## src/rtl/ew_pkg.sv

```systemverilog
package ew_pkg;
  typedef enum logic {EW_IDLE = 1'b0, EW_WALK = 1'b1} ewState_t;

  // control -> datapath strobes
  typedef struct packed {
    logic load;
    logic step;
  } ewStrobe_t;

  // datapath -> control flags
  typedef struct packed {
    logic reqOk;
    logic lenZero;
    logic lastBlk;
  } ewFlag_t;
endpackage

```

## src/rtl/ew_datapath.sv

```systemverilog
module ew_datapath
  import ew_pkg::*;
#(
  parameter int ADDR_W    = 32,
  parameter int SMALL_BLK = 16384,
  parameter int SMALL_NUM = 8,
  parameter int BIG_BLK   = 131072,
  parameter int BIG_NUM   = 31
) (
  input  logic              clk,
  input  logic              rst_n,
  input  ewStrobe_t         strobe,
  input  logic [ADDR_W-1:0] reqStart,
  input  logic [ADDR_W-1:0] reqLen,
  output ewFlag_t           flag,
  output logic [ADDR_W-1:0] curAddr
);
  localparam int SUM_W = ADDR_W + 1;
  localparam longint BOUND_L = longint'(SMALL_BLK) * longint'(SMALL_NUM);
  localparam longint TOTAL_L = BOUND_L + longint'(BIG_BLK) * longint'(BIG_NUM);
  localparam logic [SUM_W-1:0] BOUND  = SUM_W'(BOUND_L);
  localparam logic [SUM_W-1:0] TOTAL  = SUM_W'(TOTAL_L);
  localparam logic [SUM_W-1:0] SMALLW = SUM_W'(SMALL_BLK);
  localparam logic [SUM_W-1:0] BIGW   = SUM_W'(BIG_BLK);

  // block size of the region holding an address
  function automatic logic [SUM_W-1:0] blkFor(input logic [SUM_W-1:0] a);
    return (a < BOUND) ? SMALLW : BIGW;
  endfunction

  function automatic logic onBoundary(input logic [SUM_W-1:0] a);
    return (a & (blkFor(a) - 1'b1)) == '0;
  endfunction

  logic [ADDR_W-1:0] remLen;
  logic [SUM_W-1:0]  endAddr;
  logic [SUM_W-1:0]  curBlk;

  assign endAddr = {1'b0, reqStart} + {1'b0, reqLen};
  assign curBlk  = blkFor({1'b0, curAddr});

  assign flag.reqOk   = (endAddr <= TOTAL) && onBoundary({1'b0, reqStart})
                        && onBoundary(endAddr);
  assign flag.lenZero = (reqLen == '0);
  assign flag.lastBlk = ({1'b0, remLen} <= curBlk);

  always_ff @(posedge clk or negedge rst_n) begin
    if (!rst_n) begin
      curAddr <= '0;
      remLen  <= '0;
    end else if (strobe.load) begin
      curAddr <= reqStart;
      remLen  <= reqLen;
    end else if (strobe.step) begin
      curAddr <= curAddr + curBlk[ADDR_W-1:0];
      remLen  <= remLen - curBlk[ADDR_W-1:0];
    end
  end
endmodule

```

## src/rtl/ew_control.sv

```systemverilog
module ew_control
  import ew_pkg::*;
(
  input  logic      clk,
  input  logic      rst_n,
  input  logic      reqValid,
  input  logic      eraseAck,
  input  logic      eraseFail,
  input  ewFlag_t   flag,
  output ewStrobe_t strobe,
  output logic      reqReady,
  output logic      eraseReq,
  output logic      statusDone,
  output logic      statusInvalid,
  output logic      statusFailed
);
  ewState_t state, stateNext;
  logic     accept, ackNow;
  logic     doneNext, invalidNext, failedNext;

  assign reqReady = (state == EW_IDLE);
  assign eraseReq = (state == EW_WALK);
  assign accept   = reqValid && reqReady;
  assign ackNow   = eraseReq && eraseAck;

  always_comb begin
    stateNext   = state;
    strobe      = '0;
    doneNext    = statusDone;
    invalidNext = statusInvalid;
    failedNext  = statusFailed;
    if (accept) begin
      strobe.load = 1'b1;
      doneNext    = 1'b0;
      invalidNext = 1'b0;
      failedNext  = 1'b0;
      if (!flag.reqOk)        invalidNext = 1'b1;
      else if (flag.lenZero)  doneNext    = 1'b1;
      else                    stateNext   = EW_WALK;
    end else if (ackNow) begin
      if (eraseFail) begin
        failedNext = 1'b1;
        stateNext  = EW_IDLE;
      end else begin
        strobe.step = 1'b1;
        if (flag.lastBlk) begin
          doneNext  = 1'b1;
          stateNext = EW_IDLE;
        end
      end
    end
  end

  always_ff @(posedge clk or negedge rst_n) begin
    if (!rst_n) begin
      state         <= EW_IDLE;
      statusDone    <= 1'b0;
      statusInvalid <= 1'b0;
      statusFailed  <= 1'b0;
    end else begin
      state         <= stateNext;
      statusDone    <= doneNext;
      statusInvalid <= invalidNext;
      statusFailed  <= failedNext;
    end
  end
endmodule

```

## src/rtl/erase_walker.sv

```systemverilog
module erase_walker
  import ew_pkg::*;
#(
  parameter int ADDR_W    = 32,
  parameter int SMALL_BLK = 16384,
  parameter int SMALL_NUM = 8,
  parameter int BIG_BLK   = 131072,
  parameter int BIG_NUM   = 31
) (
  input  logic              clk,
  input  logic              rst_n,
  input  logic              reqValid,
  input  logic [ADDR_W-1:0] reqStart,
  input  logic [ADDR_W-1:0] reqLen,
  output logic              reqReady,
  output logic              eraseReq,
  output logic [ADDR_W-1:0] eraseAddr,
  input  logic              eraseAck,
  input  logic              eraseFail,
  output logic              statusDone,
  output logic              statusInvalid,
  output logic              statusFailed
);
  ewStrobe_t strobe;
  ewFlag_t   flag;

  ew_datapath #(
    .ADDR_W(ADDR_W), .SMALL_BLK(SMALL_BLK), .SMALL_NUM(SMALL_NUM),
    .BIG_BLK(BIG_BLK), .BIG_NUM(BIG_NUM)
  ) u_dp (
    .clk(clk), .rst_n(rst_n), .strobe(strobe),
    .reqStart(reqStart), .reqLen(reqLen),
    .flag(flag), .curAddr(eraseAddr)
  );

  ew_control u_ctl (
    .clk(clk), .rst_n(rst_n), .reqValid(reqValid),
    .eraseAck(eraseAck), .eraseFail(eraseFail), .flag(flag),
    .strobe(strobe), .reqReady(reqReady), .eraseReq(eraseReq),
    .statusDone(statusDone), .statusInvalid(statusInvalid),
    .statusFailed(statusFailed)
  );
endmodule

```

## config.mk

```make
export PLATFORM = sky130hd
export DESIGN_NAME = erase_walker
export DESIGN_NICKNAME = d
export VERILOG_FILES = /design/src/rtl/ew_pkg.sv /design/src/rtl/ew_datapath.sv /design/src/rtl/ew_control.sv /design/src/rtl/erase_walker.sv
export SDC_FILE = /design/constraint.sdc
export NUM_CORES = 1
export LEC_CHECK = 0
export BUFFER_PORTS_ARGS = -buffer_cell sky130_fd_sc_hd__buf_4
export CORE_MARGIN = 2
export CORE_UTILIZATION = 50
export DETAILED_ROUTE_END_ITERATION = 16
export PLACE_DENSITY = 0.76
export REMOVE_ABC_BUFFERS = 1
export SLEW_MARGIN = 20
export SYNTH_ARGS = -nofsm -noshare
export SYNTH_HDL_FRONTEND = slang
export SYNTH_SLANG_ARGS = --single-unit
```

## constraint.sdc

```tcl
create_clock -name clk -period 2.6 [get_ports clk]
set_clock_uncertainty 0.2 [all_clocks]
set_input_delay 0.52 -clock clk [delete_from_list [all_inputs] [get_ports clk]]
set_output_delay 0.52 -clock clk [all_outputs]
set_load 0.005 [all_outputs]
```

Word-level counts from Yosys, hierarchy flattened
Cells that the tools add are included.
{"block": "totals", "regBits": 68, "input_bits": 69, "out_inout_bits": 37, "word_cells": 64}
{"block": "classes", "add_sub_neg": 5, "order_cmp": 5, "n_eq_ne": 3, "mux": 27, "n_bitwise": 3, "reduce_logical": 15}
{"cell": "$mux W32", "n": 4}
{"cell": "$logic_not A33 Y1", "n": 2}
{"cell": "$sub A33 B1 Y33 const B", "n": 2}
{"cell": "$lt A32 B18 Y1 const B", "n": 2}
{"cell": "$mux W18", "n": 3}
{"cell": "$add A32 B32 Y33", "n": 1}
{"cell": "$and A32 B33 Y33", "n": 1}
{"cell": "$and A33 B33 Y33", "n": 1}
{"cell": "$le A32 B33 Y1", "n": 1}
{"cell": "$le A33 B23 Y1 const B", "n": 1}
{"cell": "$lt A33 B18 Y1 const B", "n": 1}
{"cell": "$add A32 B32 Y32", "n": 1}
{"cell": "$logic_not A32 Y1", "n": 1}
{"cell": "$sub A32 B32 Y32", "n": 1}
{"cell": "$mux W1", "n": 20}
{"cell": "$reduce_bool A2 Y1", "n": 4}
{"cell": "$logic_and A1 B1 Y1", "n": 4}
{"cell": "$ne A2 B1 Y1 const B", "n": 2}
{"cell": "$reduce_and A4 Y1", "n": 1}
{"cell": "$reduce_and A3 Y1", "n": 1}
{"cell": "$reduce_bool A3 Y1", "n": 1}
{"cell": "$ne A2 B2 Y1 const B", "n": 1}
{"cell": "$reduce_and A2 Y1", "n": 1}
{"cell": "$not A1 Y1", "n": 1}

Depth between registers and ports, before layout
{"block": "logic_depth", "word_depth": 9, "depth_mapped": 13, "mapped_depth_nobuf": 13}

By module
A second synthesis with hierarchy kept.
{"block": "hier_totals", "cells_unflattened": 644, "hier_area_um2": 5532.8}
{"mod": "ew_datapath", "n_inst": 1, "cells_each": 623, "area_each_um2": 5323.9}
{"mod": "ew_control", "n_inst": 1, "cells_each": 21, "area_each_um2": 209.0}

Worst setup path after synthesis
OpenSTA, ideal clock, no wires.
{"block": "synth_timing", "kind": "input to register", "start": "in reqStart[0]", "end": "reg u_ctl.state (netlist: u_ctl.eraseReq)", "setup_time_ns": 0.065, "arrival_ns": 3.432, "slack_ns": -1.097, "path_stages": 12, "path_buffers": 0, "path_cell_list": "ha_1 fa_1 a211oi_2 o21ai_2 nand3_2 a21boi_2 o31ai_4 mux2i_1 a311o_1 or4_4 nor4b_4 a22o_1"}
{"block": "synth_via", "elab_chain_len": 9}
{"element": "start, declared", "line_no": "erase_walker.sv:13", "text": "input logic [ADDR_W-1:0] reqStart,"}
{"element": "$add A32 B32 Y33 / $lt A32 B18 Y1 (equally long branches)", "line_no": "ew_datapath.sv:39, ew_datapath.sv:28"}
{"element": "$lt A33 B18 Y1 / $mux W18 (equally long branches)", "line_no": "ew_datapath.sv:28", "text": "return (a < BOUND) ? SMALLW : BIGW;"}
{"element": "$mux W18 / $sub A33 B1 Y33 (equally long branches)", "line_no": "ew_datapath.sv:28, ew_datapath.sv:32"}
{"element": "$sub A33 B1 Y33 / $and A32 B33 Y33 (equally long branches)", "line_no": "ew_datapath.sv:32", "text": "return (a & (blkFor(a) - 1'b1)) == '0;"}
{"element": "$and A33 B33 Y33 / $logic_not A33 Y1 (equally long branches)", "line_no": "ew_datapath.sv:32"}
{"element": "$logic_not A33 Y1 / $logic_and A1 B1 Y1 (equally long branches)", "line_no": "ew_datapath.sv:32, ew_datapath.sv:42"}
{"element": "$logic_and A1 B1 Y1 *", "line_no": "ew_datapath.sv:43", "text": "&& onBoundary(endAddr);"}
{"element": "$ne A2 B1 Y1 (no line) *"}
{"element": "$reduce_and A4 Y1 (no line) *"}
{"element": "end signal, assigned", "line_no": "ew_control.sv:61", "text": "state <= stateNext;"}
{"element": "end, declared", "line_no": "ew_control.sv:17", "text": "ewState_t state, stateNext;"}
Every way passes the cells marked *; elsewhere a longest branch is shown, timed or not.
A chain may end at the register's enable or synchronous reset.

Worst setup path in the final report
{"block": "layout_timing", "start": "in reqLen[8]", "end": "reg u_ctl.state (netlist: u_ctl.eraseReq)"}
{"block": "layout_via", "elab_chain_len": 9}
{"element": "start, declared", "line_no": "erase_walker.sv:14", "text": "input logic [ADDR_W-1:0] reqLen,"}
{"element": "$add A32 B32 Y33", "line_no": "ew_datapath.sv:39", "text": "assign endAddr = {1'b0, reqStart} + {1'b0, reqLen};"}
{"element": "$lt A33 B18 Y1", "line_no": "ew_datapath.sv:28"}
{"element": "$mux W18", "line_no": "ew_datapath.sv:28"}
{"element": "$sub A33 B1 Y33", "line_no": "ew_datapath.sv:32"}
{"element": "$and A33 B33 Y33", "line_no": "ew_datapath.sv:32"}
{"element": "$logic_not A33 Y1", "line_no": "ew_datapath.sv:32"}
{"element": "$logic_and A1 B1 Y1", "line_no": "ew_datapath.sv:43"}
{"element": "$ne A2 B1 Y1 (no line)"}
{"element": "$reduce_and A4 Y1 (no line) *"}
Marks and branches as above.

==> flow_summary.rst <==
.. list-table::
   :header-rows: 1

   * - Metric
     - Value
   * - Via count of the first global-routing pass
     - 6962
   * - Fmax
     - 0.2905 GHz
   * - Synth area leader
     - sky130_fd_sc_hd__dfrtp_1
   * - Placeable core region
     - 10790 µm²
   * - Internal Dissipation
     - 2256 µW
   * - Max-slew violations
     - 0
   * - Fraction of layout instances using a drive strength above 1
     - 0.4428
   * - H-tree depth
     - 3
   * - Warnings, synthesis
     - 0
   * - Failing checks
     - setup timing
   * - Die ar.
     - 11820 µm²
   * - Number of inserted filler cells in the final layout
     - 694
   * - Total grt overflow
     - 0
   * - Skew-Pair Late Insertion Delay
     - 0.38 ns
   * - EDFF count, synth
     - 0
   * - Worst-path fanout max
     - 3
   * - Clock Root Buffer
     - sky130_fd_sc_hd__clkbuf_8
   * - Total length of routed wires
     - 22.86 mm
   * - Violation count after the first detailed-route iteration
     - 697
   * - PnR Total Power
     - 3573 µW
   * - Peak VDD IR
     - 308.3 µV
   * - Area fraction in and, or, nand and nor cells after synthesis
     - 0.2614
   * - Routed wire length per instance
     - 19.81 µm
   * - Post-route non-filler standard cell count
     - 1154
   * - Avg Inst Size Synth
     - 7.915 µm²
   * - Min Clock Period, post-route
     - 3.442 ns
   * - Share of flip-flops with an asynchronous set or reset after synthesis
     - 1.000
   * - Drt pass-1 iters
     - 5
   * - Die Span X
     - 108.7 µm
   * - Number of nets with antenna violations after routing
     - 0
   * - Via/cell ratio
     - 6.134
   * - Post-synthesis mux area share
     - 0.01095
   * - Leakage power of the design
     - 0.004207 µW
   * - Total power divided by cell area
     - 403.4 nW/µm²
   * - Number of antenna violations at the first check in global routing
     - 0
   * - Antenna Diode Count
     - 0
   * - Synth top area share
     - 0.3102
   * - Clock-pin slew reported for the worst setup and hold paths after clock tree synthesis
     - 0.09 ns
   * - Setup repair after global routing missed its margin
     - yes
   * - Worst endpoint required time
     - 2.72 ns
   * - Number of buffers created by CTS
     - 9
   * - Final period util
     - 1.324
   * - Critical path launch point type
     - input pin
   * - Post-route cell area
     - 8856 µm²
   * - Area of placed instances
     - 7939 µm²
   * - IO Pins
     - 106
   * - Number of buffers inserted by port buffering
     - 105
   * - Setup slack of the critical path after layout
     - -0.8422 ns
   * - Sequential-to-total area share from yosys stat
     - 0.3102
   * - Part of the total power dissipated in sequential elements
     - 0.346
   * - Type of the most critical hold path
     - input pin to async pin
   * - Final RePlAce weighted congestion
     - 0.9210
   * - Final net count
     - 1117
   * - Biggest area contributors in the synthesized netlist
     - sky130_fd_sc_hd__dfrtp_1, sky130_fd_sc_hd__nand2_1, sky130_fd_sc_hd__ha_1, sky130_fd_sc_hd__a21oi_1, sky130_fd_sc_hd__o21ai_0
   * - Post-CTS Hold Fix Bufs
     - 0
   * - Switching Fraction
     - 0.3686
   * - Actual slew at the worst max-slew pin
     - 0.8957 ns
   * - Total of endpoints with negative setup slack in the final report
     - 27
   * - Startpoint of the lowest-slack register-to-register path
     - u_dp.curAddr[24]
   * - Critical path origin
     - reqLen[8]
   * - Relative area change from synthesis to final layout
     - 61.45%
   * - TritonCTS clock tree
     - yes
   * - Switching power of the nets
     - 1317 µW
   * - Cell variety after synth
     - 70
   * - Maximum clock insertion buffer count
     - 2
   * - Post-synthesis instance total
     - 693
   * - Placement Setup Slack
     - -1.507 ns
   * - Clock sink count
     - 68
   * - Total via count in the routed design
     - 7079
   * - Largest family of logic cells by synthesized area
     - compound AO/OA/AOI/OAI gates
   * - Run status
     - complete, but fails checks
   * - Top FF cell, synth
     - sky130_fd_sc_hd__dfrtp_1
   * - Arrival @ worst endpoint
     - 3.56 ns
   * - Number of endpoints with negative hold slack in the final report
     - 0
   * - Maximum number of pins on one net before global-route repair
     - 69
   * - Max-cap violation count
     - 0
   * - Post-synthesis xor/xnor area fraction
     - 0.03034
   * - Critical path endpoint category
     - flop
   * - Max-slew headroom
     - 0.4029
   * - Post-DP HPWL
     - 16.22 mm
   * - Die Span Y
     - 108.7 µm
   * - Cell count after placement
     - 1122
   * - Initial Utilization
     - 0.5082
   * - Synthesized-area fraction occupied by ao, oa, aoi and oai cells
     - 0.2637
   * - Global-route wire length before repair
     - 33.77 mm
   * - Clk pwr share
     - 0.231
   * - Netlist area before placement
     - 5485 µm²
   * - Crit Path Class
     - input pin to flop
   * - Global-route usage over all layers
     - 0.3733
   * - DR DRC count
     - 0
   * - #FFs+latches synth
     - 68
   * - Total negative setup slack
     - -7.042 ns
   * - Combinational power share
     - 0.423
   * - Row Count
     - 38
   * - Adder and majority cell fraction of the synthesized area
     - 0.09033
[cell type report]
cell class,count,area [µm²],share of cell area
Multi-Input combinational cell,578,4172,0.4710
Clock inverter,7,52.55,0.005934
Inverter,20,75.07,0.008477
Timing Repair Buffer,332,2556,0.2886
Tap cell,140,175.2,0.01978
Clock buffer,9,123.9,0.01399
Sequential cell,68,1702,0.1921
[cell usage after synthesis, types with 5 or more instances]
master and number:
sky130_fd_sc_hd__mux2i_1 6, sky130_fd_sc_hd__o21a_1 5, sky130_fd_sc_hd__dfrtp_1 68, sky130_fd_sc_hd__a22oi_1 8
sky130_fd_sc_hd__ha_1 38, sky130_fd_sc_hd__nor4_1 27, sky130_fd_sc_hd__xnor2_1 8, sky130_fd_sc_hd__nor3_1 12
sky130_fd_sc_hd__nor2_1 35, sky130_fd_sc_hd__clkbuf_1 21, sky130_fd_sc_hd__inv_1 20, sky130_fd_sc_hd__o21ai_0 43
sky130_fd_sc_hd__nand3_1 11, sky130_fd_sc_hd__a21oi_1 52, sky130_fd_sc_hd__o21ai_1 7, sky130_fd_sc_hd__and3_1 5
sky130_fd_sc_hd__o211ai_1 15, sky130_fd_sc_hd__nand2_1 161, sky130_fd_sc_hd__nor2b_1 7, sky130_fd_sc_hd__o311ai_0 9
sky130_fd_sc_hd__xor2_1 11, sky130_fd_sc_hd__nand2b_1 7, sky130_fd_sc_hd__a221o_1 11, sky130_fd_sc_hd__nand4_1 16
[layout by cell type (no fill, tap or decap), types with 10 or more instances in the layout]
cell	n
sky130_fd_sc_hd__a21oi_1	38
sky130_fd_sc_hd__a21oi_2	13
sky130_fd_sc_hd__a221o_1	11
sky130_fd_sc_hd__buf_4	315
sky130_fd_sc_hd__buf_6	17
sky130_fd_sc_hd__dfrtp_1	68
sky130_fd_sc_hd__ha_1	25
sky130_fd_sc_hd__ha_4	11
sky130_fd_sc_hd__inv_1	19
sky130_fd_sc_hd__nand2_1	152
sky130_fd_sc_hd__nand4_1	16
sky130_fd_sc_hd__nor2_1	32
sky130_fd_sc_hd__nor3_1	11
sky130_fd_sc_hd__nor4_1	21
sky130_fd_sc_hd__o211ai_1	15
sky130_fd_sc_hd__o21ai_0	31
sky130_fd_sc_hd__o21ai_1	10
sky130_fd_sc_hd__o21ai_2	12
sky130_fd_sc_hd__xor2_1	11
[worst paths after layout]
kind,endpoint,slack (ns),cells past startpoint
min in group clk,u_ctl.statusFailed,0.16,2
hold / removal,u_dp.curAddr[31],0.07,1
hold reg to reg,u_dp.remLen[5],0.28,2
max in group asynchronous,u_dp.curAddr[8],1.55,1
setup / recovery,u_ctl.eraseReq,-0.84,13
setup reg to reg,u_dp.remLen[28],-0.37,13
[metrics by stage]
stage	utilization	hold WS, ns
2_1_floorplan	-	0.02441
3_3_place_gp	0.7356	0.2570
3_5_place_dp	0.7356	0.2570
4_1_cts	0.7959	0.07909
5_1_grt	0.8205	0.1367
6_report	0.8205	0.06554
[power groups by stage]
stage	clock (µW)	sequential (µW)	combinational, µW
2_1_floorplan	0	1240	589
6_report	825	1240	1510
5_1_grt	882	1240	1620
3_5_place_dp	0	1230	1330
4_1_cts	827	1220	1410
3_3_place_gp	0	1230	1300
[worst max-delay path: stages]
cell and delay (ns):
sky130_fd_sc_hd__buf_4 0.13, sky130_fd_sc_hd__ha_4 0.28, sky130_fd_sc_hd__buf_4 0.11, sky130_fd_sc_hd__nand4_1 0.12, sky130_fd_sc_hd__nor3_1 0.25, sky130_fd_sc_hd__o21a_2 0.23, sky130_fd_sc_hd__o211ai_2 0.11, sky130_fd_sc_hd__a211oi_2 0.27
sky130_fd_sc_hd__mux2i_1 0.11, sky130_fd_sc_hd__a2111o_1 0.37, sky130_fd_sc_hd__or4_4 0.53, sky130_fd_sc_hd__nor4b_4 0.34, sky130_fd_sc_hd__a22o_1 0.20
[registers in the layout, indices dropped and copies added, names as in the netlist]
name / flops
u_ctl.eraseReq: 1
u_ctl.statusDone: 1
u_ctl.statusFailed: 1
u_ctl.statusInvalid: 1
u_dp.curAddr: 32
u_dp.remLen: 32
[repair_timing]
item | 4_1_cts | 5_1_grt
gates resized for setup | 90 | 59
endpoints found under the setup margin | 29 | 29
pin swaps | 50 | 37
setup buffers | 13 | 9
[cells by family after synthesis]
| family | Yosys count |
|---|---|
| adder cells (fa/ha/maj) | 39 |
| multiplexers | 6 |
| flip-flops | 68 |
| XOR/XNOR | 19 |
| AO/OA/AOI/OAI | 209 |
| AND/OR/NAND/NOR | 305 |
| buffers and inverters | 47 |
[per-layer routing]
metal / wire [µm] / global-route usage / up-vias
met1: 8417 / 0.4200 / 3311
met2: 11020 / 0.6478 / 432
met5: 0 / 0 / -
met3: 1860 / 0.06515 / 126
met4: 1561 / 0.2445 / 0
li1: - / - / 3210
(Power assumes the default switching activity.)
